### src/rtl/oneshot_pkg.sv
package oneshot_pkg;

    typedef enum logic [1:0] {
        ST_OFF    = 2'd0,
        ST_ARMED  = 2'd1,
        ST_ACTIVE = 2'd2
    } os_state_t;

    localparam logic [2:0] MODE_ONESHOT = 3'b101;

endpackage

### src/rtl/os_trig_sync.sv
module os_trig_sync #(
    parameter int SYNC_STAGES = 2
) (
    input  logic clk,
    input  logic rst_n,
    input  logic trig_in,
    input  logic edge_sel,
    output logic edge_det
);

    logic [SYNC_STAGES-1:0] sync_q;
    logic                   lvl_sel;
    logic                   prev_q;

    always_ff @(posedge clk or negedge rst_n) begin
        if (!rst_n) begin
            sync_q <= '0;
        end else begin
            sync_q <= {sync_q[SYNC_STAGES-2:0], trig_in};
        end
    end

    // the selected edge always looks like a rising edge of lvl_sel
    assign lvl_sel = edge_sel ? sync_q[SYNC_STAGES-1] : ~sync_q[SYNC_STAGES-1];

    always_ff @(posedge clk or negedge rst_n) begin
        if (!rst_n) begin
            prev_q <= 1'b1;
        end else begin
            prev_q <= lvl_sel;
        end
    end

    assign edge_det = lvl_sel & ~prev_q;

    // a detection is followed by a cycle without one
    assert_edge_single_R2: assert property (@(posedge clk) disable iff (!rst_n)
        edge_det && $stable(edge_sel) |=> !edge_det);

endmodule

### src/rtl/os_counter.sv
module os_counter #(
    parameter int WIDTH = 16
) (
    input  logic             clk,
    input  logic             rst_n,
    input  logic             wr,
    input  logic [WIDTH-1:0] wr_data,
    input  logic             load,
    input  logic             dec,
    output logic             zero
);

    logic [WIDTH-1:0] latch_q;
    logic [WIDTH-1:0] count_q;

    always_ff @(posedge clk or negedge rst_n) begin
        if (!rst_n) begin
            latch_q <= '0;
        end else if (wr) begin
            latch_q <= wr_data;
        end
    end

    always_ff @(posedge clk or negedge rst_n) begin
        if (!rst_n) begin
            count_q <= '0;
        end else if (load) begin
            count_q <= latch_q;
        end else if (dec) begin
            count_q <= count_q - 1'b1;
        end
    end

    assign zero = (count_q == '0);

    // a start copies the latch value seen before that edge
    assert_load_value_R5: assert property (@(posedge clk) disable iff (!rst_n)
        load |=> count_q == $past(latch_q));

    // without load or decrement the count holds
    assert_count_hold_R7: assert property (@(posedge clk) disable iff (!rst_n)
        !load && !dec |=> $stable(count_q));

endmodule

### src/rtl/oneshot_pulse_gen.sv
module oneshot_pulse_gen
    import oneshot_pkg::*;
#(
    parameter int WIDTH       = 16,
    parameter int SYNC_STAGES = 2
) (
    input  logic             clk,
    input  logic             rst_n,
    input  logic [2:0]       op_mode,
    input  logic             evt_mode,
    input  logic             pulse_pol,
    input  logic             edge_sel,
    input  logic             trig_in,
    input  logic             cnt_en,
    input  logic             tick,
    input  logic             width_wr,
    input  logic [WIDTH-1:0] width_data,
    input  logic             trig_irq_clr,
    output logic             pulse_out,
    output logic             trig_irq,
    output logic             uf_irq
);

    os_state_t state_q;
    os_state_t state_d;
    logic      mode_on;
    logic      edge_det;
    logic      cnt_zero;
    logic      load;
    logic      dec;
    logic      underflow;

    assign mode_on = (op_mode == MODE_ONESHOT) && !evt_mode;

    os_trig_sync #(.SYNC_STAGES(SYNC_STAGES)) u_sync (
        .clk      (clk),
        .rst_n    (rst_n),
        .trig_in  (trig_in),
        .edge_sel (edge_sel),
        .edge_det (edge_det)
    );

    assign load      = (state_q == ST_ARMED) && mode_on && edge_det;
    assign underflow = (state_q == ST_ACTIVE) && mode_on && cnt_en && tick && cnt_zero;
    assign dec       = (state_q == ST_ACTIVE) && mode_on && cnt_en && tick && !cnt_zero;

    os_counter #(.WIDTH(WIDTH)) u_cnt (
        .clk     (clk),
        .rst_n   (rst_n),
        .wr      (width_wr),
        .wr_data (width_data),
        .load    (load),
        .dec     (dec),
        .zero    (cnt_zero)
    );

    always_comb begin
        state_d = state_q;
        unique case (state_q)
            ST_OFF: begin
                if (mode_on) state_d = ST_ARMED;            // enter
            end
            ST_ARMED: begin
                if (!mode_on)      state_d = ST_OFF;         // leave
                else if (edge_det) state_d = ST_ACTIVE;      // fire
            end
            ST_ACTIVE: begin
                if (!mode_on)       state_d = ST_OFF;        // leave
                else if (underflow) state_d = ST_ARMED;      // expire
            end
            default: state_d = ST_OFF;
        endcase
    end

    always_ff @(posedge clk or negedge rst_n) begin
        if (!rst_n) begin
            state_q <= ST_OFF;
        end else begin
            state_q <= state_d;
        end
    end

    always_ff @(posedge clk or negedge rst_n) begin
        if (!rst_n) begin
            pulse_out <= 1'b0;
            trig_irq  <= 1'b0;
            uf_irq    <= 1'b0;
        end else begin
            pulse_out <= pulse_pol ^ (state_d == ST_ACTIVE);
            uf_irq    <= underflow;
            if (edge_det) begin
                trig_irq <= 1'b1;
            end else if (trig_irq_clr) begin
                trig_irq <= 1'b0;
            end
        end
    end

    // every detected edge raises the request flag
    assert_edge_sets_flag_R3: assert property (@(posedge clk) disable iff (!rst_n)
        edge_det |=> trig_irq);

    // end-of-pulse request lasts one cycle
    assert_uf_single_R8: assert property (@(posedge clk) disable iff (!rst_n)
        uf_irq |=> !uf_irq);

    // when the request is seen the output is back at idle
    assert_idle_at_uf_R8: assert property (@(posedge clk) disable iff (!rst_n)
        uf_irq && $stable(pulse_pol) |-> pulse_out == pulse_pol);

    // a deselected block keeps the output idle
    assert_off_idle_R1: assert property (@(posedge clk) disable iff (!rst_n)
        $past(state_q == ST_OFF) && state_q == ST_OFF && $stable(pulse_pol)
        |-> pulse_out == pulse_pol);

endmodule

### config.mk
export PLATFORM = sky130hd
export DESIGN_NAME = oneshot_pulse_gen
export DESIGN_NICKNAME = d
export VERILOG_FILES = /design/src/rtl/oneshot_pkg.sv /design/src/rtl/os_trig_sync.sv /design/src/rtl/os_counter.sv /design/src/rtl/oneshot_pulse_gen.sv
export SDC_FILE = /design/constraint.sdc
export NUM_CORES = 1
export LEC_CHECK = 0
export ABC_CLOCK_PERIOD_IN_PS = 5800
export CORE_MARGIN = 1.5
export CORE_UTILIZATION = 50
export CTS_CLUSTER_SIZE = 16
export DETAILED_ROUTE_END_ITERATION = 8
export PLACE_DENSITY = 0.76
export SYNTH_ARGS = -nofsm -noshare
export SYNTH_HDL_FRONTEND = slang
export SYNTH_SLANG_ARGS = --single-unit
### constraint.sdc
create_clock -name clk -period 5.8 [get_ports clk]
set_clock_uncertainty 0.05 [all_clocks]
set_input_delay 0.87 -clock clk [delete_from_list [all_inputs] [get_ports clk]]
set_output_delay 0.87 -clock clk [all_outputs]
set_load 0.005 [all_outputs]
==> summary.txt, run 1 <==
Floorplanning
  • Die footprint: 4230 um^2
  • Initial Util: 0.521
  • FP Rows: 22
  • Die height: 65.0 um
  • Core area: 3690 um^2
  • Die X: 65.0 um
  • Boundary Pins: 32

STA
  • Post-route minimum period: 2820 ps
  • Slew headroom: 0.415
  • Count of pins over their slew limit: 0
  • Achievable Freq: 355 MHz
  • # setup viols final: 0
  • Least-Margin Pin Slew: 878 ps
  • Setup repair after global routing missed its margin: no
  • Setup_tns: 0 ps
  • Final Hold Fails: 0
  • Final worst path period share: 0.486

Detailed routing
  • Highest metal used: met4
  • Final WL: 3970 um
  • DR WL/cell: 15.5 um
  • DR vias: 1475
  • M1 WL: 1800 um
  • Met3 Wirelength: 201 um
  • DRC: 0
  • Initial drt markers: 49
  • TritonRoute pass-1 iters: 4
  • Antenna Nets Post-Route: 0
  • Met2 routed WL: 1920 um
  • Vias/cell: 5.76

Critical path
  • Crit. End Element: flip-flop
  • CP max FO: 10
  • CP Data Arrival Time: 2910 ps
  • R2r worst-path depth: 7
  • FF-to-FF Start: u_cnt.count_q[0]
  • CP startpoint kind: input port
  • Worst EP required: 5900 ps
  • Crit path kind: input port to flip-flop
  • Reg2Reg Setup Slack: 3380 ps
  • R2r endpoint: u_cnt.count_q[4]

Clocking
  • CTS H-tree lvls: 2
  • Post-CTS setup buffer count: 0
  • CTS tree: built
  • Clk pin slew, worst setup/hold paths: 80 ps
  • Root Buffer: clkbuf_8
  • CTS Buffer Depth: 2
  • CTS Buf Count: 5
  • Post-CTS sizing: 0
  • # hold bufs at CTS: 0
  • Worst-Skew Late Latency: 290 ps
  • Clock sink count: 40

Global route
  • Gr ovfl total: 0
  • Initial antenna violation count: 0
  • First-pass GRT wire length: 6790 um
  • Gr usage total: 0.214
  • Vias in the first global route: 1501
  • Pin count of the biggest net entering global routing: 41

Pwr
  • LEAKAGE: 1.01 nW
  • Power density over cell area: 254 nW/um^2
  • Worst VDD drop: 0.147 mV

Place
  • GPL Wtd Cong: 0.867
  • Number of port buffers: 31
  • Placed wire-length estimate: 2930 um

Logic synthesis
  • Sequential area share after synthesis: 0.521
  • Mapped Nets: 206
  • Synthesized area: 1920 um^2
  • Main synth FF type: dfrtp_1
  • Avg Inst Size Synth: 11.0 um^2
  • Synth Warn #: 0
  • Synth async-reset ratio: 1.00
  • Mapped Cells: 175
  • EDFF count, synth: 0
  • Distinct cell type count after synthesis: 46
  • Register bit total from synthesis: 40

Cells and area
  • Diode count: 0
  • # nets final: 238
  • Post-layout util: 0.645
  • Area Growth Syn to Fin: 23.7%
  • Share of cells above drive strength 1: 0.159

Worst hold path
  • Hold path cells: 0
  • Worst Hold Launch: u_sync.sync_q[0]
  • Hold Crit Class: flip-flop to flip-flop
  • Hold path endpoint: u_sync.sync_q[1]

Outcome
  • Status: complete, no violations

Run
  • Maxcap violations: 0
==> report_power, final <==
part	internal [W]	switching [W]	total (W)	leakage, nW
Clock	0.000127	0.0000950	0.000222	0.0541
Combinational	0.0000418	0.0000307	0.0000725	0.460
Sequential	0.000298	0.0000125	0.000310	0.499
Total	0.000467	0.000138	0.000605	1.01
==> placed cells by master, fill, tap and decap left out, types with 2 or more instances in the layout <==
cell,instances
nand2b_1,3
ha_1,2
xor2_1,5
nand4_1,3
o311ai_0,4
nor3_1,5
o211ai_1,4
nor4_1,3
clkbuf_8,5
nor2_1,9
mux2_2,16
a32oi_1,3
dfrtp_1,39
o21ai_0,8
or3_1,4
nand2_1,19
inv_1,6
a21oi_1,5
clkdlybuf4s50_1,30
or4_1,2
nand3_1,4
==> flip-flops by register name, indices dropped and copies added, names as in the netlist <==
name / flops
u_cnt.count_q: 16
u_cnt.latch_q: 16
state_q: 2
u_sync.sync_q: 2
pulse_out: 1
trig_irq: 1
u_sync.prev_q: 1
uf_irq: 1
==> worst max-delay path by stage <==
stage | slack (ps) | from | cells past startpoint | end
global route | 2770 | evt_mode | 6 | u_cnt.count_q[13]
finish | 2980 | evt_mode | 6 | u_cnt.count_q[13]
floorplan | 3420 | evt_mode | 6 | u_cnt.count_q[2]
detailed placement | 2720 | evt_mode | 6 | u_cnt.count_q[13]
global placement | 2770 | evt_mode | 6 | u_cnt.count_q[13]
CTS | 3000 | evt_mode | 6 | u_cnt.count_q[13]
==> logic make-up after synthesis <==
| logic type | count (synthesis) | share of synthesized area |
|---|---|---|
| AND/OR/NAND/NOR | 64 | 0.189 |
| flip-flops | 40 | 0.521 |
| AO/OA/AOI/OAI | 34 | 0.125 |
| multiplexers | 17 | 0.0989 |
| buffers and inverters | 13 | 0.0299 |
| XOR/XNOR | 5 | 0.0228 |
| adder cells (fa/ha/maj) | 2 | 0.0130 |
==> through the flow <==
stage / setup WS (ps) / instances / area [um^2] / total power (W) / hold WS (ps)
6_report: 2980 / 256 / 2380 / 0.000605 / 316
5_1_grt: 2770 / 256 / 2380 / 0.000634 / 338
4_1_cts: 3000 / 256 / 2380 / 0.000614 / 321
3_3_place_gp: 2770 / 248 / 2270 / 0.000386 / 295
3_5_place_dp: 2720 / 248 / 2270 / 0.000389 / 302
2_1_floorplan: 3420 / 175 / 1920 / 0.000351 / 281
==> cell usage after synthesis (2+ instances only) <==
cell type,n,share of area
a21oi_1,5,0.013
a32oi_1,3,0.014
clkbuf_1,4,0.0078
dfrtp_1,39,0.51
ha_1,2,0.013
inv_1,6,0.012
mux2_2,16,0.094
nand2_1,19,0.037
nand2b_1,3,0.0098
nand3_1,4,0.010
nand4_1,3,0.0098
nor2_1,9,0.018
nor3_1,5,0.013
nor4_1,4,0.013
o211ai_1,4,0.016
o21ai_0,8,0.021
o311ai_0,4,0.018
or3_1,4,0.013
or4_1,2,0.0078
xor2_1,5,0.023
==> critical path, stage by stage <==
cell             delay [ps]
clkdlybuf4s50_1         400
nand4bb_1               330
nor3_2                  530
nand2_1                 260
o311ai_0                340
o311ai_0                190
==> per-layer routing <==
layer  global-route usage  vias to the layer above
met5                    0                        -
met1                0.269                      725
met4               0.0703                        0
met2                0.356                       40
met3               0.0590                        6
li1                     -                      704
==> cell type report <==
| class | instances | area, um^2 |
|---|---|---|
| fillers | 323 | 1310 |
| flip-flops and latches | 40 | 1000 |
| multi-input cells | 122 | 870 |
| repair buffers | 32 | 313 |
| clock buffers | 5 | 68.8 |
| well taps | 48 | 60.1 |
| clock inverters | 3 | 42.5 |
| inverters | 6 | 22.5 |
Power figures use the tool's default switching activity.
==> inputs of run 2 (changes only) <==
--- a/config.mk
+++ b/config.mk
@@ -5,7 +5,7 @@
 export SDC_FILE = /design/constraint.sdc
 export NUM_CORES = 1
 export LEC_CHECK = 0
-export ABC_CLOCK_PERIOD_IN_PS = 5800
+export ABC_CLOCK_PERIOD_IN_PS = 2670
 export CORE_MARGIN = 1.5
 export CORE_UTILIZATION = 50
 export CTS_CLUSTER_SIZE = 16
==> constraint.sdc (replaced) <==
create_clock -name clk -period 2.67 [get_ports clk]
set_clock_uncertainty 0.05 [all_clocks]
set_input_delay 0.4005 -clock clk [delete_from_list [all_inputs] [get_ports clk]]
set_output_delay 0.4005 -clock clk [all_outputs]
set_load 0.005 [all_outputs]
==> summary.txt, run 2 (synthesis results as in run 1) <==
Clocking
  • CTS tree: built
  • Worst-Skew Late Latency: 290 ps
  • Post-CTS setup buffer count: 0
  • Post-CTS sizing: 0
  • Clock sink count: 40
  • # hold bufs at CTS: 0
  • CTS Buf Count: 5
  • CTS H-tree lvls: 2
  • Root Buffer: clkbuf_8
  • Clk pin slew, worst setup/hold paths: 70 ps
  • CTS Buffer Depth: 2

STA
  • Count of pins over their slew limit: 0
  • Final worst path period share: 0.915
  • # setup viols final: 0
  • Achievable Freq: 409 MHz
  • Slew headroom: 0.431
  • Final Hold Fails: 0
  • Setup repair after global routing missed its margin: no
  • Least-Margin Pin Slew: 853 ps
  • Post-route minimum period: 2440 ps
  • Setup_tns: 0 ps

Global route
  • Vias in the first global route: 1602
  • GR Util met2: 0.390
  • GR Util met3: 0.0469
  • GRT Max-Usage Layer: met2
  • Gr ovfl total: 0
  • Gr usage total: 0.228
  • Initial antenna violation count: 0
  • M1 GR Usage: 0.278
  • Pin count of the biggest net entering global routing: 41
  • First-pass GRT wire length: 7260 um

Floorplanning
  • FP Rows: 22
  • Initial Util: 0.521
  • Boundary Pins: 32
  • Die X: 65.0 um
  • Die footprint: 4230 um^2
  • Core area: 3690 um^2
  • Die height: 65.0 um

Critical path
  • CP Data Arrival Time: 2570 ps
  • Crit path kind: flip-flop to flip-flop
  • R2r worst-path depth: 7
  • Worst EP required: 2800 ps
  • CP startpoint kind: flip-flop
  • CP max FO: 12
  • Crit. End Element: flip-flop

Place
  • Number of port buffers: 31
  • Placed wire-length estimate: 3020 um
  • Placed insts: 253
  • GPL Wtd Cong: 0.851

Detailed routing
  • Initial drt markers: 124
  • DRC: 0
  • Final WL: 4160 um
  • Vias/cell: 5.82
  • TritonRoute pass-1 iters: 4
  • DR WL/cell: 15.9 um
  • Antenna Nets Post-Route: 0
  • DR vias: 1519

Pwr
  • Power density over cell area: 516 nW/um^2
  • Total Power: 0.00124 W
  • LEAKAGE: 1.03 nW
  • Worst VDD drop: 0.281 mV

Run
  • Maxcap violations: 0

Cells and area
  • Most frequent cells in the layout: 39 x dfrtp_1, 30 x clkdlybuf4s50_1, 19 x nand2_1
  • # nets final: 243
  • Area occupied by multi-input gates: 870 um^2
  • Most common cell after layout, fill and taps aside: dfrtp_1
  • Diode count: 0
  • Register Area: 1000 um^2
  • Area Growth Syn to Fin: 24.5%
  • Non-Filler Instances: 261
  • Share of cells above drive strength 1: 0.169
  • Regs by FF count: u_cnt.count_q (16), u_cnt.latch_q (16)
  • Post-layout util: 0.649
  • Number of fill cells in the layout: 298

Outcome
  • Status: complete, no violations

Worst hold path
  • Hold Crit Class: input port to asynchronous set/reset pin
## run 2: through the flow
step                hold WS (ps)  instance area, um^2  setup slack, ps
CTS                          201                 2390              255
finish                       170                 2390              227
global placement             295                 2300              216
detailed placement           313                 2300              124
floorplan                   54.9                 1920              548
global route                 249                 2390              110
## run 2: power by group
group	internal (W)	total, W	switching (W)
Clock	0.000210	0.000400	0.000189
Sequential	0.000647	0.000675	0.0000280
Combinational	0.0000937	0.000162	0.0000679
Total	0.000951	0.00124	0.000285
## run 2: final cells by class
cell class | instances | share of cell area
flip-flops and latches | 40 | 0.418
multi-input cells | 122 | 0.363
repair buffers | 37 | 0.146
clock buffers | 8 | 0.0376
well taps | 48 | 0.0251
inverters | 6 | 0.00940
## run 2: path summary, 6_finish.rpt
| path | to | slack (ps) | start |
|---|---|---|---|
| setup / recovery | u_cnt.count_q[4] | 230 | u_cnt.count_q[0] |
| hold / removal | u_cnt.count_q[2] | 170 | rst_n |
| setup reg to reg | u_cnt.count_q[4] | 230 | u_cnt.count_q[0] |
| hold reg to reg | u_sync.sync_q[1] | 320 | u_sync.sync_q[0] |
| max in group asynchronous | u_cnt.count_q[15] | 1870 | rst_n |
| min in group clk | u_sync.sync_q[1] | 320 | u_sync.sync_q[0] |
## run 2: critical path, stage by stage (launching register included)
cell and delay [ps]:
dfrtp_1 420, inv_1 90, ha_1 180, or3b_2 480, nand4bb_4 340, and2_1 340, a32oi_1 220, a21bo_1 210
## run 2: per-layer routing
layer | up-vias | routed length, um
li1 | 712 | -
met1 | 733 | 1710
met2 | 63 | 2060
met3 | 11 | 277
met4 | 0 | 102
met5 | - | 0
==> inputs of run 3 (changes only) <==
--- a/config.mk
+++ b/config.mk
@@ -7,10 +7,10 @@
 export LEC_CHECK = 0
 export ABC_CLOCK_PERIOD_IN_PS = 2670
 export CORE_MARGIN = 1.5
-export CORE_UTILIZATION = 50
+export CORE_UTILIZATION = 52
 export CTS_CLUSTER_SIZE = 16
 export DETAILED_ROUTE_END_ITERATION = 8
-export PLACE_DENSITY = 0.76
+export PLACE_DENSITY = 0.78
 export SYNTH_ARGS = -nofsm -noshare
 export SYNTH_HDL_FRONTEND = slang
 export SYNTH_SLANG_ARGS = --single-unit
==> summary.txt, run 3 (synthesis results as in run 1) <==
Pwr
  • Switching share of power: 0.238
  • Worst VDD drop: 0.385 mV
  • Power density over cell area: 510 nW/um^2
  • Switching power: 0.000289 W
  • Total Power: 0.00121 W
  • LEAKAGE: 1.02 nW
  • Part of the power in registers: 0.555
  • Logic gate share of total power: 0.132
  • Internal Power: 0.000926 W
  • Clock power frac: 0.313

Detailed routing
  • DRC: 0
  • DR vias: 1495
  • Vias/cell: 5.77
  • Final WL: 3990 um
  • Antenna Nets Post-Route: 0
  • TritonRoute pass-1 iters: 4
  • Initial drt markers: 86
  • DR WL/cell: 15.4 um

STA
  • Setup repair after global routing missed its margin: no
  • Slew headroom: 0.415
  • # setup viols final: 0
  • Post-route minimum period: 2350 ps
  • Setup_tns: 0 ps
  • Achievable Freq: 425 MHz
  • Least-Margin Pin Slew: 878 ps
  • Count of pins over their slew limit: 0
  • Final Hold Fails: 0
  • Setup ws final: 317 ps
  • Final worst path period share: 0.881

Critical path
  • Crit path kind: flip-flop to flip-flop
  • Worst-path cell chain: inv_1 -> ha_1 -> or3b_2 -> nand4bb_4 -> and2_1 -> a32oi_1 -> a21bo_1
  • CP startpoint kind: flip-flop
  • Slowest CP cell: or3b_2
  • CP max stage delay: 490 ps
  • Crit. End Element: flip-flop
  • Worst Path Buf+Inv: 1
  • Worst EP required: 2800 ps
  • CP Data Arrival Time: 2480 ps
  • CP max FO: 8
  • Top delay family on crit path: simple AND/OR/NAND/NOR gates

Global route
  • First-pass GRT wire length: 6960 um
  • Gr ovfl total: 0
  • GR Util met3: 0.0581
  • M1 GR Usage: 0.274
  • GR Util met2: 0.380
  • Initial antenna violation count: 0
  • Gr usage total: 0.223
  • Pin count of the biggest net entering global routing: 41
  • Vias in the first global route: 1530
  • GRT Max-Usage Layer: met2

Cells and area
  • Share of cells above drive strength 1: 0.164
  • Most frequent cells in the layout: 39 x dfrtp_1, 30 x clkdlybuf4s50_1, 19 x nand2_1
  • Number of fill cells in the layout: 269
  • Regs by FF count: u_cnt.count_q (16), u_cnt.latch_q (16)
  • Register Area: 1000 um^2
  • Diode count: 0
  • Area occupied by multi-input gates: 870 um^2
  • Post-layout util: 0.692
  • # nets final: 243
  • Post-route cell area: 2380 um^2
  • Most common cell after layout, fill and taps aside: dfrtp_1
  • Area Growth Syn to Fin: 23.9%

Clocking
  • Worst-Skew Late Latency: 300 ps
  • # hold bufs at CTS: 0
  • Clk pin slew, worst setup/hold paths: 70 ps
  • CTS Buf Count: 5
  • Post-CTS setup buffer count: 0
  • Clock sink count: 40
  • CTS tree: built
  • Root Buffer: clkbuf_8
  • CTS H-tree lvls: 2
  • Post-CTS sizing: 0
  • CTS Buffer Depth: 2

Floorplanning
  • Die X: 63.8 um
  • Core area: 3440 um^2
  • Die height: 63.8 um
  • Initial Util: 0.559
  • FP Rows: 21
  • Die footprint: 4070 um^2
  • Boundary Pins: 32

Place
  • Number of port buffers: 31
  • Place WS: 144 ps
  • GPL Wtd Cong: 0.851
  • Dpl cell area: 2300 um^2
  • Placed wire-length estimate: 2910 um

Outcome
  • Status: complete, no violations

Run
  • Maxcap violations: 0

Worst hold path
  • Hold Crit Class: input port to asynchronous set/reset pin
[run 3: changes by cell type in the layout (fill, tap and decap cells not counted)]
| cell | previous run | this run |
|---|---|---|
| clkbuf_1 | 2 | 3 |
| clkbuf_8 | 6 | 5 |
[run 3: worst paths after layout]
| path | start | cells after the start | slack (ps) | endpoint |
|---|---|---|---|---|
| max | u_cnt.count_q[0] | 7 | 320 | u_cnt.count_q[4] |
| min | rst_n | 1 | 170 | u_cnt.count_q[2] |
| max reg2reg | u_cnt.count_q[0] | 7 | 320 | u_cnt.count_q[4] |
| min reg2reg | u_sync.sync_q[0] | 0 | 320 | u_sync.sync_q[1] |
| max in group asynchronous | rst_n | 1 | 1850 | u_cnt.count_q[5] |
| min in group clk | u_sync.sync_q[0] | 0 | 320 | u_sync.sync_q[1] |
[run 3: area by class of cell]
| class | instances | area share |
|---|---|---|
| well taps | 46 | 0.0242 |
| repair buffers | 37 | 0.147 |
| flip-flops and latches | 40 | 0.421 |
| inverters | 6 | 0.00945 |
| multi-input cells | 122 | 0.365 |
| clock buffers | 8 | 0.0336 |
[run 3: stage by stage]
step           instances  hold WS [ps]
6_report             259           173
4_1_cts              259           196
2_1_floorplan        175          54.9
3_5_place_dp         251           311
5_1_grt              259           253
3_3_place_gp         251           284
[run 3: power by group through the flow]
stage                     sequential, W  clock (W)  combinational [W]
after floorplan                0.000678          0          0.0000847
after global placement         0.000684          0           0.000158
after detailed placement       0.000685          0           0.000162
after CTS                      0.000674   0.000392           0.000162
after global routing           0.000679   0.000413           0.000179
final                          0.000674   0.000380           0.000161
[run 3: per-layer routing]
layer  vias to the layer above  wire length [um]
met5                         -                 0
met4                         0                47
met3                         6               211
met2                        55              1940
met1                       712              1790
li1                        722                 -
